===== config.mk =====
export PLATFORM = sky130hd
export DESIGN_NAME = cfg_vault
export DESIGN_NICKNAME = d
export VERILOG_FILES = /design/src/rtl/cfgv_pkg.sv /design/src/rtl/cfgv_seq.sv /design/src/rtl/cfgv_lock.sv /design/src/rtl/cfgv_array.sv /design/src/rtl/cfgv_readport.sv /design/src/rtl/cfg_vault.sv
export SDC_FILE = /design/constraint.sdc
export NUM_CORES = 1
export LEC_CHECK = 0
export CAP_MARGIN = 20
export CORE_MARGIN = 2
export CORE_UTILIZATION = 40
export CTS_BUF_LIST = sky130_fd_sc_hd__clkbuf_2 sky130_fd_sc_hd__clkbuf_4 sky130_fd_sc_hd__clkbuf_8
export DETAILED_ROUTE_END_ITERATION = 8
export DONT_BUFFER_PORTS = 1
export PLACE_DENSITY = 0.54
export SETUP_SLACK_MARGIN = 0.2
export SLEW_MARGIN = 30
export SYNTH_ARGS = -nofsm -noshare
export SYNTH_HDL_FRONTEND = slang
export SYNTH_SLANG_ARGS = --single-unit

===== constraint.sdc =====
create_clock -name clk -period 5.8 [get_ports clk]
set_input_delay 0.58 -clock clk [delete_from_list [all_inputs] [get_ports clk]]
set_output_delay 0.58 -clock clk [all_outputs]
set_load 0.01 [all_outputs]

===== src/rtl/cfgv_pkg.sv =====
package cfgv_pkg;
  typedef enum logic [1:0] {
    OP_ERASE = 2'd0,
    OP_WRITE = 2'd1,
    OP_READ  = 2'd2,
    OP_LOCK  = 2'd3
  } cfgv_op_e;

  typedef enum logic [2:0] {
    ST_IDLE  = 3'd0,
    ST_ERASE = 3'd1,
    ST_WRITE = 3'd2,
    ST_READ  = 3'd3,
    ST_LOCK  = 3'd4
  } cfgv_st_e;
endpackage


===== src/rtl/cfgv_seq.sv =====
module cfgv_seq
  import cfgv_pkg::*;
#(
  parameter int ADDR_W = 4,
  parameter int DATA_W = 8
) (
  input  logic              clk,
  input  logic              rst_n,
  input  logic              cmd_valid_i,
  input  logic [1:0]        cmd_op_i,
  input  logic [ADDR_W-1:0] cmd_addr_i,
  input  logic [DATA_W-1:0] cmd_data_i,
  input  logic              locked_i,
  input  logic              pass_open_i,
  output logic              busy_o,
  output logic              in_erase_o,
  output logic              erase_en_o,
  output logic [ADDR_W-1:0] erase_row_o,
  output logic              erase_done_o,
  output logic              wr_en_o,
  output logic              rd_en_o,
  output logic [ADDR_W-1:0] addr_o,
  output logic [DATA_W-1:0] data_o,
  output logic              lock_set_o,
  output logic              pass_end_o
);
  localparam logic [ADDR_W-1:0] LAST_ROW = '1;

  cfgv_st_e          state_q, state_d;
  logic [ADDR_W-1:0] ptr_q, ptr_d;
  logic [ADDR_W-1:0] addr_q;
  logic [DATA_W-1:0] data_q;
  logic              chain_q, chain_d;
  logic              load_cmd;
  cfgv_op_e          op;

  assign op = cfgv_op_e'(cmd_op_i);

  // next-state logic
  always_comb begin
    state_d      = state_q;
    ptr_d        = ptr_q;
    chain_d      = chain_q;
    load_cmd     = 1'b0;
    erase_en_o   = 1'b0;
    erase_done_o = 1'b0;
    wr_en_o      = 1'b0;
    rd_en_o      = 1'b0;
    lock_set_o   = 1'b0;
    pass_end_o   = 1'b0;
    unique case (state_q)
      ST_IDLE: begin
        if (cmd_valid_i) begin
          load_cmd = 1'b1;
          unique case (op)
            OP_ERASE: begin
              state_d = ST_ERASE;
              chain_d = 1'b0;
              ptr_d   = '0;
            end
            OP_WRITE: begin
              if (!locked_i && !pass_open_i) begin
                state_d = ST_ERASE;
                chain_d = 1'b1;
                ptr_d   = '0;
              end else begin
                state_d = ST_WRITE;
              end
            end
            OP_READ:  state_d = ST_READ;
            OP_LOCK:  state_d = ST_LOCK;
            default:  state_d = ST_IDLE;
          endcase
        end
      end
      ST_ERASE: begin
        erase_en_o = 1'b1;
        if (ptr_q == LAST_ROW) begin
          erase_done_o = 1'b1;
          ptr_d        = '0;
          chain_d      = 1'b0;
          state_d      = chain_q ? ST_WRITE : ST_IDLE;
        end else begin
          ptr_d = ptr_q + 1'b1;
        end
      end
      ST_WRITE: begin
        wr_en_o = 1'b1;
        state_d = ST_IDLE;
      end
      ST_READ: begin
        rd_en_o    = 1'b1;
        pass_end_o = 1'b1;
        state_d    = ST_IDLE;
      end
      ST_LOCK: begin
        lock_set_o = 1'b1;
        pass_end_o = 1'b1;
        state_d    = ST_IDLE;
      end
      default: state_d = ST_IDLE;
    endcase
  end

  // registers
  always_ff @(posedge clk or negedge rst_n) begin
    if (!rst_n) begin
      state_q <= ST_IDLE;
      ptr_q   <= '0;
      chain_q <= 1'b0;
      addr_q  <= '0;
      data_q  <= '0;
    end else begin
      state_q <= state_d;
      ptr_q   <= ptr_d;
      chain_q <= chain_d;
      if (load_cmd) begin
        addr_q <= cmd_addr_i;
        data_q <= cmd_data_i;
      end
    end
  end

  assign busy_o      = (state_q != ST_IDLE);
  assign in_erase_o  = (state_q == ST_ERASE);
  assign erase_row_o = ptr_q;
  assign addr_o      = addr_q;
  assign data_o      = data_q;

  // a write that opens a pass goes into the erase sweep first
  a_r3_auto_erase: assert property (@(posedge clk) disable iff (!rst_n)
    (!busy_o && cmd_valid_i && cmd_op_i == 2'd1 && !locked_i && !pass_open_i)
      |=> (state_q == ST_ERASE && ptr_q == '0));

  // the sweep only ends after the last row
  a_r4_sweep_complete: assert property (@(posedge clk) disable iff (!rst_n)
    (state_q == ST_ERASE) |=> (state_q == ST_ERASE) || ($past(ptr_q) == LAST_ROW));

  // a strobe during busy does not disturb the latched command
  a_r9_hold_while_busy: assert property (@(posedge clk) disable iff (!rst_n)
    (busy_o && cmd_valid_i) |=> $stable(addr_q) && $stable(data_q));
endmodule


===== src/rtl/cfgv_lock.sv =====
module cfgv_lock (
  input  logic clk,
  input  logic rst_n,
  input  logic lock_set_i,
  input  logic erase_done_i,
  input  logic pass_end_i,
  input  logic in_erase_i,
  output logic locked_o,
  output logic pass_open_o,
  output logic preload_en_o
);
  logic locked_q, locked_d;
  logic pass_q, pass_d;

  always_comb begin
    locked_d = locked_q;
    pass_d   = pass_q;
    if (erase_done_i) begin
      locked_d = 1'b0;
      pass_d   = 1'b1;
    end else begin
      if (lock_set_i) locked_d = 1'b1;
      if (pass_end_i) pass_d   = 1'b0;
    end
  end

  always_ff @(posedge clk or negedge rst_n) begin
    if (!rst_n) begin
      locked_q <= 1'b0;
      pass_q   <= 1'b0;
    end else begin
      locked_q <= locked_d;
      pass_q   <= pass_d;
    end
  end

  assign locked_o     = locked_q;
  assign pass_open_o  = pass_q;
  assign preload_en_o = ~locked_q;

  // the lock only falls at the end of an erase sweep
  a_r11_unlock_by_erase: assert property (@(posedge clk) disable iff (!rst_n)
    $fell(locked_q) |-> $past(in_erase_i));

  // the lock only rises on the lock command
  a_r7_lock_by_command: assert property (@(posedge clk) disable iff (!rst_n)
    $rose(locked_q) |-> $past(lock_set_i));
endmodule


===== src/rtl/cfgv_array.sv =====
module cfgv_array #(
  parameter int ADDR_W = 4,
  parameter int DATA_W = 8,
  localparam int NROWS = 1 << ADDR_W
) (
  input  logic                    clk,
  input  logic                    rst_n,
  input  logic                    erase_en_i,
  input  logic [ADDR_W-1:0]       erase_row_i,
  input  logic                    wr_en_i,
  input  logic                    lock_i,
  input  logic [ADDR_W-1:0]       addr_i,
  input  logic [DATA_W-1:0]       data_i,
  output logic [DATA_W-1:0]       row_o,
  output logic [NROWS*DATA_W-1:0] cfg_o
);
  for (genvar g = 0; g < NROWS; g++) begin : g_row
    logic [DATA_W-1:0] cell_q, cell_d;
    logic              cell_en;

    always_comb begin
      cell_en = 1'b0;
      cell_d  = cell_q;
      if (erase_en_i && erase_row_i == ADDR_W'(g)) begin
        cell_en = 1'b1;
        cell_d  = '1;
      end else if (wr_en_i && !lock_i && addr_i == ADDR_W'(g)) begin
        cell_en = 1'b1;
        cell_d  = cell_q & data_i;
      end
    end

    always_ff @(posedge clk or negedge rst_n) begin
      if (!rst_n) begin
        cell_q <= '1;
      end else if (cell_en) begin
        cell_q <= cell_d;
      end
    end

    assign cfg_o[g*DATA_W +: DATA_W] = cell_q;
  end

  always_comb begin
    row_o = '1;
    for (int r = 0; r < NROWS; r++) begin
      if (addr_i == ADDR_W'(r)) row_o = cfg_o[r*DATA_W +: DATA_W];
    end
  end

  // no cell moves while locked unless a sweep runs
  a_r8_locked_frozen: assert property (@(posedge clk) disable iff (!rst_n)
    (lock_i && !erase_en_i) |=> $stable(cfg_o));

  // a row write can only clear bits
  a_r2_clear_only: assert property (@(posedge clk) disable iff (!rst_n)
    (!erase_en_i) |=> ((cfg_o & ~$past(cfg_o)) == '0));
endmodule


===== src/rtl/cfgv_readport.sv =====
module cfgv_readport #(
  parameter int DATA_W = 8
) (
  input  logic              clk,
  input  logic              rst_n,
  input  logic              rd_en_i,
  input  logic              lock_i,
  input  logic [DATA_W-1:0] row_i,
  output logic              rd_valid_o,
  output logic [DATA_W-1:0] rd_data_o
);
  logic              valid_q;
  logic [DATA_W-1:0] data_q, data_d;

  always_comb begin
    data_d = lock_i ? {DATA_W{1'b1}} : row_i;
  end

  always_ff @(posedge clk or negedge rst_n) begin
    if (!rst_n) begin
      valid_q <= 1'b0;
      data_q  <= '1;
    end else begin
      valid_q <= rd_en_i;
      if (rd_en_i) data_q <= data_d;
    end
  end

  assign rd_valid_o = valid_q;
  assign rd_data_o  = data_q;

  // the readback strobe lasts a single cycle
  a_r5_single_strobe: assert property (@(posedge clk) disable iff (!rst_n)
    rd_valid_o |=> !rd_valid_o);
endmodule


===== src/rtl/cfg_vault.sv =====
module cfg_vault
  import cfgv_pkg::*;
#(
  parameter int ADDR_W = 4,
  parameter int DATA_W = 8,
  localparam int NROWS = 1 << ADDR_W
) (
  input  logic                    clk,
  input  logic                    rst_n,
  input  logic                    cmd_valid,
  input  logic [1:0]              cmd_op,
  input  logic [ADDR_W-1:0]       cmd_addr,
  input  logic [DATA_W-1:0]       cmd_data,
  output logic                    busy,
  output logic                    rd_valid,
  output logic [DATA_W-1:0]       rd_data,
  output logic                    preload_en,
  output logic [NROWS*DATA_W-1:0] cfg_bits
);
  logic [1:0] rst_pipe_q;
  logic       rst_sync_n;

  always_ff @(posedge clk or negedge rst_n) begin
    if (!rst_n) rst_pipe_q <= 2'b00;
    else        rst_pipe_q <= {rst_pipe_q[0], 1'b1};
  end
  assign rst_sync_n = rst_pipe_q[1];

  logic              locked, pass_open, in_erase;
  logic              erase_en, erase_done, wr_en, rd_en, lock_set, pass_end;
  logic [ADDR_W-1:0] erase_row, op_addr;
  logic [DATA_W-1:0] op_data, sel_row;

  cfgv_seq #(.ADDR_W(ADDR_W), .DATA_W(DATA_W)) u_seq (
    .clk          (clk),
    .rst_n        (rst_sync_n),
    .cmd_valid_i  (cmd_valid),
    .cmd_op_i     (cmd_op),
    .cmd_addr_i   (cmd_addr),
    .cmd_data_i   (cmd_data),
    .locked_i     (locked),
    .pass_open_i  (pass_open),
    .busy_o       (busy),
    .in_erase_o   (in_erase),
    .erase_en_o   (erase_en),
    .erase_row_o  (erase_row),
    .erase_done_o (erase_done),
    .wr_en_o      (wr_en),
    .rd_en_o      (rd_en),
    .addr_o       (op_addr),
    .data_o       (op_data),
    .lock_set_o   (lock_set),
    .pass_end_o   (pass_end)
  );

  cfgv_lock u_lock (
    .clk          (clk),
    .rst_n        (rst_sync_n),
    .lock_set_i   (lock_set),
    .erase_done_i (erase_done),
    .pass_end_i   (pass_end),
    .in_erase_i   (in_erase),
    .locked_o     (locked),
    .pass_open_o  (pass_open),
    .preload_en_o (preload_en)
  );

  cfgv_array #(.ADDR_W(ADDR_W), .DATA_W(DATA_W)) u_array (
    .clk         (clk),
    .rst_n       (rst_sync_n),
    .erase_en_i  (erase_en),
    .erase_row_i (erase_row),
    .wr_en_i     (wr_en),
    .lock_i      (locked),
    .addr_i      (op_addr),
    .data_i      (op_data),
    .row_o       (sel_row),
    .cfg_o       (cfg_bits)
  );

  cfgv_readport #(.DATA_W(DATA_W)) u_rd (
    .clk        (clk),
    .rst_n      (rst_sync_n),
    .rd_en_i    (rd_en),
    .lock_i     (locked),
    .row_i      (sel_row),
    .rd_valid_o (rd_valid),
    .rd_data_o  (rd_data)
  );

  // a readback taken while preload is withheld shows erased cells
  a_r6_masked_readback: assert property (@(posedge clk) disable iff (!rst_sync_n)
    (rd_valid && !preload_en) |-> (&rd_data));

  // nothing is busy or strobed while reset holds
  a_r1_reset_quiet: assert property (@(posedge clk)
    (!rst_sync_n) |-> (!busy && !rd_valid && preload_en));
endmodule


; ---- Yosys cells after proc, flatten, opt, wreduce, memory -nomap -nowiden
; Cells that the tools add are included.
[totals]
reg_bits = 161
wordCells = 275
[classes]
addsub = 1
eq_ne = 41
n_mux = 110
n_bitwise = 17
n_reduce_logical = 80
[ops]
columns = cell, n
row1 = $mux 8, 49
row2 = $and 8x8->8, 16
row3 = $eq 4x4->1 const B, 16
row4 = $mux 1, 48
row5 = $reduce_bool 2->1, 19
row6 = $logic_and 1x1->1, 34
row7 = $reduce_and 2->1, 17
row8 = $eq 4x3->1 const B, 8
row9 = $eq 4x2->1 const B, 4
row10 = $pmux 4 s2, 2
row11 = $mux 4, 3
row12 = $pmux 3 s4, 1
row13 = $eq 4x1->1 const B, 2
row14 = $logic_not 4->1, 2
row15 = $eq 3x2->1 const B, 2
row16 = $mux 3, 2
row17 = $pmux 3 s2, 1
row18 = $reduce_and 5->1, 1
row19 = $add 4x1->4 const B, 1
row20 = $eq 2x2->1 const B, 2
row21 = $mux 2, 2
row22 = $pmux 1 s2, 2
row23 = $reduce_and 4->1, 1
row24 = $eq 3x1->1 const B, 1
row25 = other kinds (12), 13

; ---- Depth between registers and ports, before layout
; Gate-level depths: netlist of run 1.
[depth]
depth_word = 18
depth_mapped = 8
mapped_depth_nobuf = 6

; ---- By module
; Synthesis of run 1 repeated with hierarchy kept, for this count alone.
[unflattened]
hier_cells = 725
hier_area_um2 = 7517.2
[modules_own_cells]
columns = module, instances, cells_per_inst, area_per_inst_um2, seq_area_each_um2
row1 = cfgv_array, 1, 606, 6087.1, 3363.2
row2 = cfgv_seq, 1, 73, 919.6, 500.5
row3 = cfgv_readport, 1, 36, 384.1, 235.2
row4 = cfgv_lock, 1, 7, 72.6, 50.0
row5 = cfg_vault, 1, 3, 53.8, 50.0

; ---- Worst setup path after synthesis of run 1
; Ideal clock, no wire load.
[synth_timing]
path_kind = register -> register
from = reg u_seq.state_q[0]
to = reg u_seq.addr_q[1] (netlist: u_seq.addr_o[1])
arrival_time_ns = 1.660
t_required_ns = 5.675
slack_ns = 4.015
stages_incl_launch_ff = 5
path_buffers = 1
period_less_slack_ns = 1.785
path_cell_list = dfrtp_1 or3_1 nor2_2 buf_2 mux2_2
[synth_via]
elab_chain_cells = 2
[synth_rtl]
columns = item, line
row1 = start: declaration, cfgv_seq.sv:29  ; cfgv_st_e state_q, state_d;
row2 = start signal: assignment, cfgv_seq.sv:114  ; state_q <= state_d;
row3 = $logic_not 3->1, cfgv_seq.sv:51  ; unique case (state_q)
row4 = $mux 1, cfgv_seq.sv:51
row5 = end signal: assignment, cfgv_seq.sv:118  ; addr_q <= cmd_addr_i;
row6 = end: declaration, cfgv_seq.sv:31  ; logic [ADDR_W-1:0] addr_q;
; Every way passes these cells.
; A chain may end at the register's enable or synchronous reset.

; ---- Worst setup path after layout of run 1
[layout_timing]
from = reg u_seq.addr_q[1] (netlist: u_seq.addr_o[1])
to = reg u_rd.data_q[1] (netlist: u_rd.rd_data_o[1])
[layout_via]
elab_chain_cells = 18
[layout_rtl]
columns = item, line
row1 = $logic_not 4->1, cfgv_array.sv:47  ; if (addr_i == ADDR_W'(r)) row_o = cfg_o[r*DATA_W +: DATA_W];
row2 = $mux 8 (15 in series), cfgv_array.sv:47
row3 = $mux 8 (*), cfgv_array.sv:47
row4 = $mux 8 (*), cfgv_readport.sv:16  ; data_d = lock_i ? {DATA_W{1'b1}} : row_i;
row5 = end signal: assignment, cfgv_readport.sv:25  ; if (rd_en_i) data_q <= data_d;
row6 = end: declaration, cfgv_readport.sv:13  ; logic [DATA_W-1:0] data_q, data_d;
; Every way passes the cells marked *; elsewhere a longest branch is shown, timed or not.

==> key figures, run 1 <==
Outcome
  • Status: complete, no violations

Clocking
  • Reg clk slew, reported paths: 100 ps
  • Total CTS buffers: 17
  • Clock Sinks: ~160
  • Root buffer cell: clkbuf_8
  • CTS Buffer Depth: 2
  • Worst skew pair latency: between 400 and 500 ps
  • TritonCTS clock tree: built
  • H-tree levels: 4

Synth
  • Post-synth ARST share: 1.00
  • Post-synth cell types: 54
  • Cell area after synthesis: approximately 7500 um^2
  • Syn avg cell area: ~10 um^2
  • Post-synthesis sequential area ratio: 0.558
  • Yosys warns: 0
  • Register bit count reported by yosys: 161
  • Post-synth EDFFs: 0
  • Ys flop type: dfstp_2
  • Syn_nets: ~800
  • Synthesized instance count: 770

Pwr
  • Switching share of power: 0.461
  • Worst VDD drop: roughly 0.00019 V
  • Overall Power: around 0.0053 W
  • Clock Power Share: 0.156
  • Net Sw Power: between 0.002 and 0.0025 W
  • Comb power frac: 0.289
  • P per Cell Area: 653 nW/um^2
  • Leakage power: approximately 3.2 nW
  • Internal power: 0.00285 W
  • Flop pwr share: 0.554

Timing
  • Final Hold Viols: 0
  • F_max: between 0.3 and 0.4 GHz
  • Max_slew headroom: 0.346
  • Crit path time final: 2720 ps
  • Final setup viols: 0
  • Setup TNS: 0 ps
  • Final slew viol count: 0
  • RSZ-0062 raised after global routing: no
  • Clk_skew: between 10 and 15 ps
  • Setup WS post-layout: just over 3000 ps
  • Worst slew pin tran: about 980 ps
  • Final Cycle Share: 0.470

Worst setup path
  • Critical path's largest stage delay: between 700 and 800 ps
  • Max stage delay cell, worst path: dfrtp_1
  • WP data arrival: between 3000 and 4000 ps
  • Critical-path cell list: buf_4 -> nand2b_1 -> o22ai_1 -> a222oi_1 -> a21boi_0 -> o221a_2
  • Crit Path Class: register to register
  • FF-to-FF path depth: 6
  • CP startpoint kind: register
  • Crit-path max FO: 30
  • Crit. End Element: register
  • Worst path required time: approximately 6200 ps

Min path
  • Worst hold stages: 2
  • Hold crit path type: input pin to register

Place
  • HPWL Detailed: about 19 mm
  • Placer Congestion: approximately 0.93
  • Post-DP Area: about 7700 um^2
  • Number of port buffers: 0
  • Dpl ws: ~3200 ps

Die
  • Count of standard-cell rows: 50
  • Io pins: about 160
  • Initial core utilization: 0.405
  • Die Wd: between 100 and 150 um
  • Core area: 18600 um^2
  • Die height: 141 um
  • Die ar.: roughly 20000 um^2

Finish
  • Area growth, synth to finish: 7.43%
  • Share of cells above drive strength 1: 0.275
  • Most common cell after layout, fill and taps aside: nand2_1
  • N_diodes: 0
  • Total Nets Final: slightly below 800
  • Post-route cell area: ~8100 um^2
  • Commonest cells after routing, fill and taps aside: 185 x nand2_1, 157 x o21ai_0, 136 x dfstp_2

Global route
  • First-pass GRT wire length: around 39 mm
  • GRT Util Overall: 0.266
  • Grt total ovfl: 0
  • Initial antenna violation count: 0
  • Vias in the first global route: about 5900
  • Largest net degree at the start of global routing: 67

Detailed routing
  • Antenna-violating nets left: 0
  • DRT Pass-1 Iters: 5
  • Drt via density: 6.18
  • WL/cell: roughly 26 um
  • Routed vias: 6209
  • Initial DRC count: about 660
  • Final routed DRC violation total: 0
  • Final wirelength: around 26 mm

Flow run
  • Max Cap Viol: 0
## cell families (layout without fill, tap and decap cells)
kind of cell             after synthesis  count (layout)  synth area share
other                                  1               1          0.000498
AND/OR/NAND/NOR                      272             272             0.159
buffers and inverters                 48              49            0.0283
AO/OA/AOI/OAI                        254             254             0.202
flip-flops                           161             161             0.558
multiplexers                          30              30            0.0465
adder cells (fa/ha/maj)                4               4           0.00665
## layout make-up
cell class	count	area [um^2]
fillers	1753	10500
multi-input cells	561	3120
flip-flops and latches	161	4200
well taps	234	293
repair buffers	5	40.0
clock inverters	15	148
inverters	12	45.0
clock buffers	17	234
## layer usage
layer	vias up	global-route usage	wire, um
met5	-	0	0
met3	42	0.0812	2520
li1	2707	-	-
met4	0	0.0958	684
met1	3137	0.352	10700
met2	323	0.416	12500
## synthesized netlist by cell type (3+ instances only)
| library cell | count | share of area |
|---|---|---|
| a211oi_1 | 5 | 0.0050 |
| a21boi_0 | 4 | 0.0040 |
| a21o_1 | 3 | 0.0030 |
| a21oi_1 | 20 | 0.013 |
| a221oi_1 | 4 | 0.0047 |
| a22o_1 | 4 | 0.0047 |
| a32oi_1 | 3 | 0.0035 |
| and2_1 | 4 | 0.0033 |
| and3_1 | 5 | 0.0042 |
| buf_2 | 14 | 0.0093 |
| clkbuf_1 | 19 | 0.0095 |
| dfrtp_1 | 25 | 0.083 |
| dfstp_2 | 136 | 0.47 |
| ha_1 | 4 | 0.0066 |
| inv_1 | 12 | 0.0060 |
| mux2_2 | 20 | 0.030 |
| mux2i_1 | 8 | 0.011 |
| nand2_1 | 185 | 0.092 |
| nand2b_1 | 14 | 0.012 |
| nand3_1 | 10 | 0.0066 |
| nor2_1 | 20 | 0.010 |
| nor2b_1 | 8 | 0.0066 |
| nor3_1 | 4 | 0.0027 |
| nor3b_1 | 5 | 0.0050 |
| o21a_1 | 3 | 0.0030 |
| o21ai_0 | 157 | 0.10 |
| o21ai_2 | 8 | 0.0093 |
| o221ai_1 | 3 | 0.0035 |
| o22a_1 | 3 | 0.0035 |
| o22ai_1 | 12 | 0.010 |
| o31ai_1 | 3 | 0.0030 |
| o32a_1 | 3 | 0.0040 |
| o32ai_1 | 3 | 0.0035 |
| or3_1 | 6 | 0.0050 |
## critical path: cells and delay by family (launching register included)
kind,cells,cell delay (ps)
buf+inv,1,440
compound gates,4,1190
flops,1,780
simple gates,1,250
## worst paths after layout
| check | startpoint | to | slack [ps] |
|---|---|---|---|
| max | u_seq.addr_o[1] | u_rd.rd_data_o[1] | 3080 |
| min | cmd_addr[0] | u_seq.addr_o[0] | 220 |
| max reg2reg | u_seq.addr_o[1] | u_rd.rd_data_o[1] | 3080 |
| min reg2reg | rst_pipe_q[0] | rst_pipe_q[1] | 360 |
| max in group asynchronous | rst_pipe_q[1] | u_rd.rd_valid_o | 4090 |
| min in group asynchronous | rst_n | rst_pipe_q[1] | 330 |
## metrics by stage
stage	std cells	hold slack, ps	utilization
2_1_floorplan	770	284	-
3_3_place_gp	972	284	0.414
3_5_place_dp	972	284	0.414
4_1_cts	1005	196	0.435
5_1_grt	1005	210	0.435
6_report	1005	223	0.435
## power groups by stage
stage | clock network, W | registers (W) | logic, W
2_1_floorplan | 0 | 0.00243 | 0.00126
3_3_place_gp | 0 | 0.00292 | 0.00146
3_5_place_dp | 0 | 0.00293 | 0.00150
4_1_cts | 0.000840 | 0.00292 | 0.00151
5_1_grt | 0.000887 | 0.00299 | 0.00169
6_report | 0.000825 | 0.00293 | 0.00153
## flip-flops by register name, indices dropped and copies added, names as in the netlist
signal / cells
u_array.g_row.cell_q: 128
u_seq.chain_q: 1
u_seq.erase_row_o: 4
u_rd.rd_valid_o: 1
u_seq.addr_o: 4
u_seq.state_q: 3
u_lock.pass_open_o: 1
rst_pipe_q: 2
u_rd.rd_data_o: 8
u_seq.data_o: 8
u_lock.locked_o: 1
## what timing repair did
item                                   CTS  global route
endpoints found under the hold margin    2             0
hold buffers                             1             0
gates resized for setup                  0             0
setup buffers                            0             0
(Power assumes the default switching activity.)
==> run 2: changes to the inputs <==
--- a/config.mk
+++ b/config.mk
@@ -11,7 +11,7 @@
 export CTS_BUF_LIST = sky130_fd_sc_hd__clkbuf_2 sky130_fd_sc_hd__clkbuf_4 sky130_fd_sc_hd__clkbuf_8
 export DETAILED_ROUTE_END_ITERATION = 8
 export DONT_BUFFER_PORTS = 1
-export PLACE_DENSITY = 0.54
+export PLACE_DENSITY = 0.56
 export SETUP_SLACK_MARGIN = 0.2
 export SLEW_MARGIN = 30
 export SYNTH_ARGS = -nofsm -noshare
==> constraint.sdc (replaced) <==
create_clock -name clk -period 2.2 [get_ports clk]
set_input_delay 0.22 -clock clk [delete_from_list [all_inputs] [get_ports clk]]
set_output_delay 0.22 -clock clk [all_outputs]
set_load 0.01 [all_outputs]
==> run 2 against run 1 <==
Routed wire length grew 1.4%; sequential share of layout area is 3.3 points lower; clock-buffer cell count increased by 1; global-route usage up 0.49 points; first-iteration DRC count is 2.9% higher; cell count is 5.8% higher; setup slack got worse by 2800 ps; clock skew up 1.4 ps; sequential power rose to 2.6 times the previous value; power increased to 2.7 times the previous value; highest routed layer unchanged.
==> key figures, run 2 (synthesis results as in run 1) <==
Outcome
  • Status: complete, no violations

Clocking
  • Root buffer cell: clkbuf_8
  • CTS Buffer Depth: 2 (unchanged)
  • Total CTS buffers: 17 (unchanged)
  • Clock Sinks: 161 (unchanged)
  • Worst skew pair latency: 490 ps (about the same)
  • TritonCTS clock tree: built
  • H-tree levels: 4 (unchanged)
  • Reg clk slew, reported paths: 110 ps (about the same)

Finish
  • Max FFs per register: 128 (unchanged)
  • Share of cells above drive strength 1: 0.320 (+0.0447)
  • N_diodes: 0 (unchanged)
  • Biggest register: u_array.g_row.cell_q
  • Commonest cells after routing, fill and taps aside: 183 x nand2_1, 141 x o21ai_0, 136 x dfstp_2
  • Most common cell after layout, fill and taps aside: nand2_1
  • Total Nets Final: 837 (+7.4%)
  • Fillers: 1723 (-1.7%)
  • Area growth, synth to finish: 14.8%

Global route
  • First-pass GRT wire length: 40.2 mm (+2.8%)
  • Largest net degree at the start of global routing: 90 (+34%)
  • Grt total ovfl: 0 (unchanged)
  • Initial antenna violation count: 0 (unchanged)
  • GRT Util Overall: 0.271 (+0.00494)
  • Vias in the first global route: 6358 (+8.0%)

Timing
  • Crit path time final: 1950 ps (-770 ps)
  • Setup WS post-layout: 247 ps (-2830 ps)
  • Final slew viol count: 0 (unchanged)
  • Final Hold Viols: 0 (unchanged)
  • F_max: 0.512 GHz (+39%)
  • Max_slew headroom: 0.386 (+0.0395)
  • RSZ-0062 raised after global routing: yes
  • Setup TNS: 0 ps (unchanged)
  • Final setup viols: 0 (unchanged)
  • Worst slew pin tran: 921 ps (-59.2 ps)
  • Clk_skew: 15.1 ps (+1.45 ps)
  • Final Cycle Share: 0.888 (+0.418)

Flow run
  • Max Cap Viol: 0 (unchanged)

Pwr
  • Worst VDD drop: 0.000605 V (+220%)
  • P per Cell Area: 1670 nW/um^2 (+160%)
  • Overall Power: 0.0144 W (+170%)
  • Leakage power: 3.50 nW (+9.1%)

Detailed routing
  • WL/cell: 25.2 um (-4.1%)
  • Final wirelength: 26.8 mm (+1.4%)
  • Routed vias: 6451 (+3.9%)
  • Antenna-violating nets left: 0 (unchanged)
  • Drt via density: 6.07 (-1.8%)
  • Final routed DRC violation total: 0 (unchanged)
  • Initial DRC count: 681 (+2.9%)
  • DRT Pass-1 Iters: 5 (unchanged)

Worst setup path
  • Crit Path Class: register to register
  • FF-to-FF path depth: 6 (unchanged)
  • R2r setup slk: 250 ps (-2830 ps)
  • WP data arrival: 2370 ps (-770 ps)
  • Crit. End Element: register
  • CP startpoint kind: register
  • Crit-path max FO: 11 (-63%)
  • Worst path required time: 2620 ps (-3590 ps)

Place
  • Number of port buffers: 0 (unchanged)
  • HPWL Detailed: 19.7 mm (+4.7%)
  • Placer Congestion: 0.933 (+0.78%)
  • Dpl ws: 192 ps (-2980 ps)

Min path
  • Worst hold stages: 3 (+1)
  • Hold crit path type: input pin to register

Die
  • Core area: 18600 um^2 (unchanged)
  • Die height: 141 um (unchanged)
  • Die Wd: 141 um (unchanged)
  • Io pins: 156 (unchanged)
  • Initial core utilization: 0.405 (unchanged)
  • Die ar.: 19900 um^2 (unchanged)
  • Count of standard-cell rows: 50 (unchanged)
run 2: report_power, final:
part	internal (W)	switching, W
registers	0.00500	0.00250
clock network	0.000877	0.00132
logic	0.00197	0.00278
total	0.00785	0.00659
run 2: worst paths after layout:
kind	startpoint	end
worst max-delay path	u_seq.addr_o[0]	u_rd.rd_data_o[2]
worst min-delay path	cmd_valid	u_seq.state_q[1]
worst max register to register	u_seq.addr_o[0]	u_rd.rd_data_o[2]
worst min register to register	rst_pipe_q[1]	u_seq.data_o[7]
max in group asynchronous	rst_pipe_q[1]	u_array.g_row[15].cell_q[0]
min in group asynchronous	rst_pipe_q[1]	u_seq.data_o[7]
run 2: critical path, stage by stage (launching register included):
cell and delay [ps]:
dfrtp_2 520, buf_4 210, or3b_2 510, o22ai_1 200, a21oi_1 80, nor3_1 260, nor4_1 110
run 2: stage by stage:
stage | std cells | cell area (um^2) | hold WS (ps) | utilization
2_1_floorplan | 770 | 7530 | -75.6 | -
3_3_place_gp | 1010 | 8010 | -75.5 | 0.431
3_5_place_dp | 1010 | 8010 | -75.5 | 0.431
4_1_cts | 1058 | 8560 | 37.8 | 0.461
5_1_grt | 1063 | 8640 | 101 | 0.465
6_report | 1063 | 8640 | 53.7 | 0.465
run 2: cell type report:
cell class | instances | area, um^2 | area share
Timing Repair Buffer | 63 | 554 | 0.0642
Tap cell | 234 | 293 | 0.0339
Multi-Input combinational cell | 561 | 3160 | 0.365
Clock inverter | 14 | 134 | 0.0155
Sequential cell | 161 | 4210 | 0.487
Clock buffer | 18 | 248 | 0.0287
Inverter | 12 | 48.8 | 0.00565
run 2: routing by layer:
metal  track usage  part of all wire  up-vias
met3        0.0822             0.088       58
met2         0.428              0.47      324
li1              -                 -     2819
met1         0.358              0.41     3250
met5             0                 0        -
met4        0.0884             0.028        0
run 2: repair_timing:
item                                    in CTS  in global routing
hold buffers                                16                  0
gates cloned                                 0                  0
endpoints found under the setup margin       1                 84
buffers inserted                             0                  5
endpoints found under the hold margin       17                  0
pin swaps                                    0                  2
resized for setup                            1                 28
==> run 3: changes to the inputs <==
--- a/config.mk
+++ b/config.mk
@@ -6,11 +6,13 @@
 export NUM_CORES = 1
 export LEC_CHECK = 0
 export CAP_MARGIN = 20
+export CORE_ASPECT_RATIO = 0.75
 export CORE_MARGIN = 2
 export CORE_UTILIZATION = 40
 export CTS_BUF_LIST = sky130_fd_sc_hd__clkbuf_2 sky130_fd_sc_hd__clkbuf_4 sky130_fd_sc_hd__clkbuf_8
 export DETAILED_ROUTE_END_ITERATION = 8
 export DONT_BUFFER_PORTS = 1
+export HOLD_SLACK_MARGIN = 0.08
 export PLACE_DENSITY = 0.56
 export SETUP_SLACK_MARGIN = 0.2
 export SLEW_MARGIN = 30
==> run 3 against run 2 <==
Hold slack better by 130 ps; critical path depth stayed put; utilization is 1.9 points higher; cell count is 2.1% higher; highest routed layer is now met5.
==> key figures, run 3 (synthesis results as in run 1) <==
Pwr
  • Leakage power: 3.63 nW (+3.6%)
  • Net Sw Power: 0.00673 W (+2.0%)
  • Worst VDD drop: 0.000977 V (+62%)
  • Internal power: 0.00865 W (+10%)
  • Switching share of power: 0.437 (-0.0192)
  • P per Cell Area: 1720 nW/um^2 (+3.1%)
  • Clock Power Share: 0.174 (+0.022)
  • Comb power frac: 0.336 (+0.007)
  • Flop pwr share: 0.489 (-0.030)

Worst setup path
  • Critical path's largest stage delay: 490 ps (-30 ps)
  • WP data arrival: 2450 ps (+80 ps)
  • Max stage delay cell, worst path: dfrtp_2
  • R2r setup slk: 160 ps (-80 ps)
  • CP startpoint kind: register
  • Crit. End Element: register
  • Critical-path cell list: buf_12 -> nand2b_4 -> o22ai_1 -> a222oi_1 -> a21boi_4 -> o221a_2
  • Crit Path Class: register to register
  • Crit-path max FO: 16 (+5)
  • Worst path required time: 2620 ps (about the same)

Finish
  • Area of the multi-input gates: 3210 um^2 (+1.8%)
  • Biggest register: u_array.g_row.cell_q
  • Most common cell after layout, fill and taps aside: nand2_1
  • Max FFs per register: 128 (unchanged)
  • Commonest cells after routing, fill and taps aside: 173 x nand2_1, 136 x dfstp_2, 133 x o21ai_0
  • Register Area: 4210 um^2 (unchanged)
  • Share of cells above drive strength 1: 0.343 (+0.0232)
  • Area growth, synth to finish: 18.5%
  • Total Nets Final: 845 (+0.96%)
  • Fillers: 1740 (+0.99%)

Detailed routing
  • Routed vias: 6531 (+1.2%)
  • Antenna-violating nets left: 0 (unchanged)
  • Drt via density: 6.02 (-0.81%)
  • Final wirelength: 27.6 mm (+3.2%)
  • WL/cell: 25.5 um (+1.1%)
  • Initial DRC count: 813 (+19%)
  • Final routed DRC violation total: 0 (unchanged)
  • DRT Pass-1 Iters: 5 (unchanged)

Timing
  • Setup WS post-layout: 164 ps (-82.7 ps)
  • Final slew viol count: 0 (unchanged)
  • Final Hold Viols: 0 (unchanged)
  • Max_slew headroom: 0.322 (-0.0641)
  • RSZ-0062 raised after global routing: yes
  • Final setup viols: 0 (unchanged)
  • Setup TNS: 0 ps (unchanged)
  • Final Cycle Share: 0.925 (+0.0376)
  • Worst slew pin tran: 1020 ps (+96.1 ps)
  • F_max: 0.491 GHz (-4.1%)
  • Clk_skew: 17.4 ps (+2.28 ps)
  • Crit path time final: 2040 ps (+82.7 ps)

Clocking
  • CTS Buffer Depth: 2 (unchanged)
  • Worst skew pair latency: 480 ps (about the same)
  • TritonCTS clock tree: built
  • Total CTS buffers: 17 (unchanged)
  • H-tree levels: 4 (unchanged)
  • Clock Sinks: 161 (unchanged)
  • Reg clk slew, reported paths: 100 ps (about the same)
  • Root buffer cell: clkbuf_8

Global route
  • Grt total ovfl: 0 (unchanged)
  • First-pass GRT wire length: 41.2 mm (+2.4%)
  • Largest net degree at the start of global routing: 71 (-21%)
  • Vias in the first global route: 6377 (+0.30%)
  • GRT Util Overall: 0.284 (+0.0128)
  • Initial antenna violation count: 1 (+1)

Die
  • Core area: 18500 um^2 (-0.68%)
  • Die height: 123 um (-13%)
  • Io pins: 156 (unchanged)
  • Die Wd: 162 um (+15%)
  • Die ar.: 19900 um^2 (about the same)
  • Count of standard-cell rows: 43 (-14%)
  • Initial core utilization: 0.408 (+0.00277)

Place
  • Number of port buffers: 0 (unchanged)
  • Dpl ws: -320 ps (-512 ps)
  • Placer Congestion: 0.870 (-6.8%)
  • HPWL Detailed: 19.7 mm (+0.42%)

Flow run
  • Max Cap Viol: 0 (unchanged)

Outcome
  • Status: complete, no violations

Min path
  • Hold crit path type: input pin to register
==> run 3: cell count changes in the layout (fill, tap and decap cells not counted), sizes merged <==
cell	delta
dlygate4sd3	+2
clkinvlp	+1
bufinv	+5
diode	+1
buf	+6
clkbuf	+3
inv	-13
clkinv	+4
==> run 3: path summary, 6_finish.rpt <==
kind,startpoint,end,depth (start not counted)
max,u_seq.addr_o[0],u_rd.rd_data_o[1],6
max reg2reg,u_seq.addr_o[0],u_rd.rd_data_o[1],6
max in group asynchronous,rst_pipe_q[1],u_array.g_row[0].cell_q[2],1
min reg2reg,rst_pipe_q[1],u_rd.rd_valid_o,0
min in group asynchronous,rst_pipe_q[1],u_rd.rd_valid_o,0
min,cmd_op[1],u_seq.state_q[1],5
==> run 3: what timing repair did <==
item                       4_1_cts  5_1_grt
pin swaps                        0        3
hold buffers                    18        0
buffers inserted                 1        7
setup endpoints to repair       65      121
gates resized for setup         17       45
hold endpoints to repair        18        0
==> run 3: area by class of cell <==
type,count,share of cell area
diodes,1,0.000280
clock buffers,21,0.0317
clock inverters,11,0.0226
inverters,12,0.00589
multi-input cells,561,0.360
flip-flops and latches,161,0.471
well taps,247,0.0346
repair buffers,71,0.0736
==> run 3: power groups by stage <==
stage / clock network [W] / logic [W] / registers (W)
4_1_cts: 0.00270 / 0.00481 / 0.00749
3_3_place_gp: 0 / 0.00456 / 0.00751
6_report: 0.00268 / 0.00517 / 0.00752
5_1_grt: 0.00283 / 0.00564 / 0.00772
2_1_floorplan: 0 / 0.00333 / 0.00642
3_5_place_dp: 0 / 0.00463 / 0.00752
==> run 3: worst max-delay path: cells and delay by family, from the launching register on <==
family | cells | cell delay (ps)
flops | 1 | 490
buf+inv | 1 | 180
simple gates | 1 | 190
compound gates | 4 | 1120
==> run 3: through the flow <==
step / std cells / hold WS [ps] / cell area [um^2] / util / power [W]
finish: 1085 / 185 / 8920 / 0.484 / 0.0154
global route: 1084 / 206 / 8920 / 0.483 / 0.0162
CTS: 1077 / 161 / 8770 / 0.475 / 0.0150
detailed placement: 1026 / -75.6 / 8050 / 0.436 / 0.0122
global placement: 1026 / -75.5 / 8050 / 0.436 / 0.0121
floorplan: 770 / -75.6 / 7530 / - / 0.00975
==> run 3: routing by layer <==
| metal | share of wire | GRT usage | vias to the layer above | wire, um |
|---|---|---|---|---|
| li1 | - | - | 2834 | - |
| met1 | 0.43 | 0.396 | 3272 | 11800 |
| met2 | 0.42 | 0.407 | 373 | 11700 |
| met3 | 0.12 | 0.100 | 50 | 3430 |
| met4 | 0.021 | 0.101 | 2 | 571 |
| met5 | 0.0015 | 0.0177 | - | 41 |
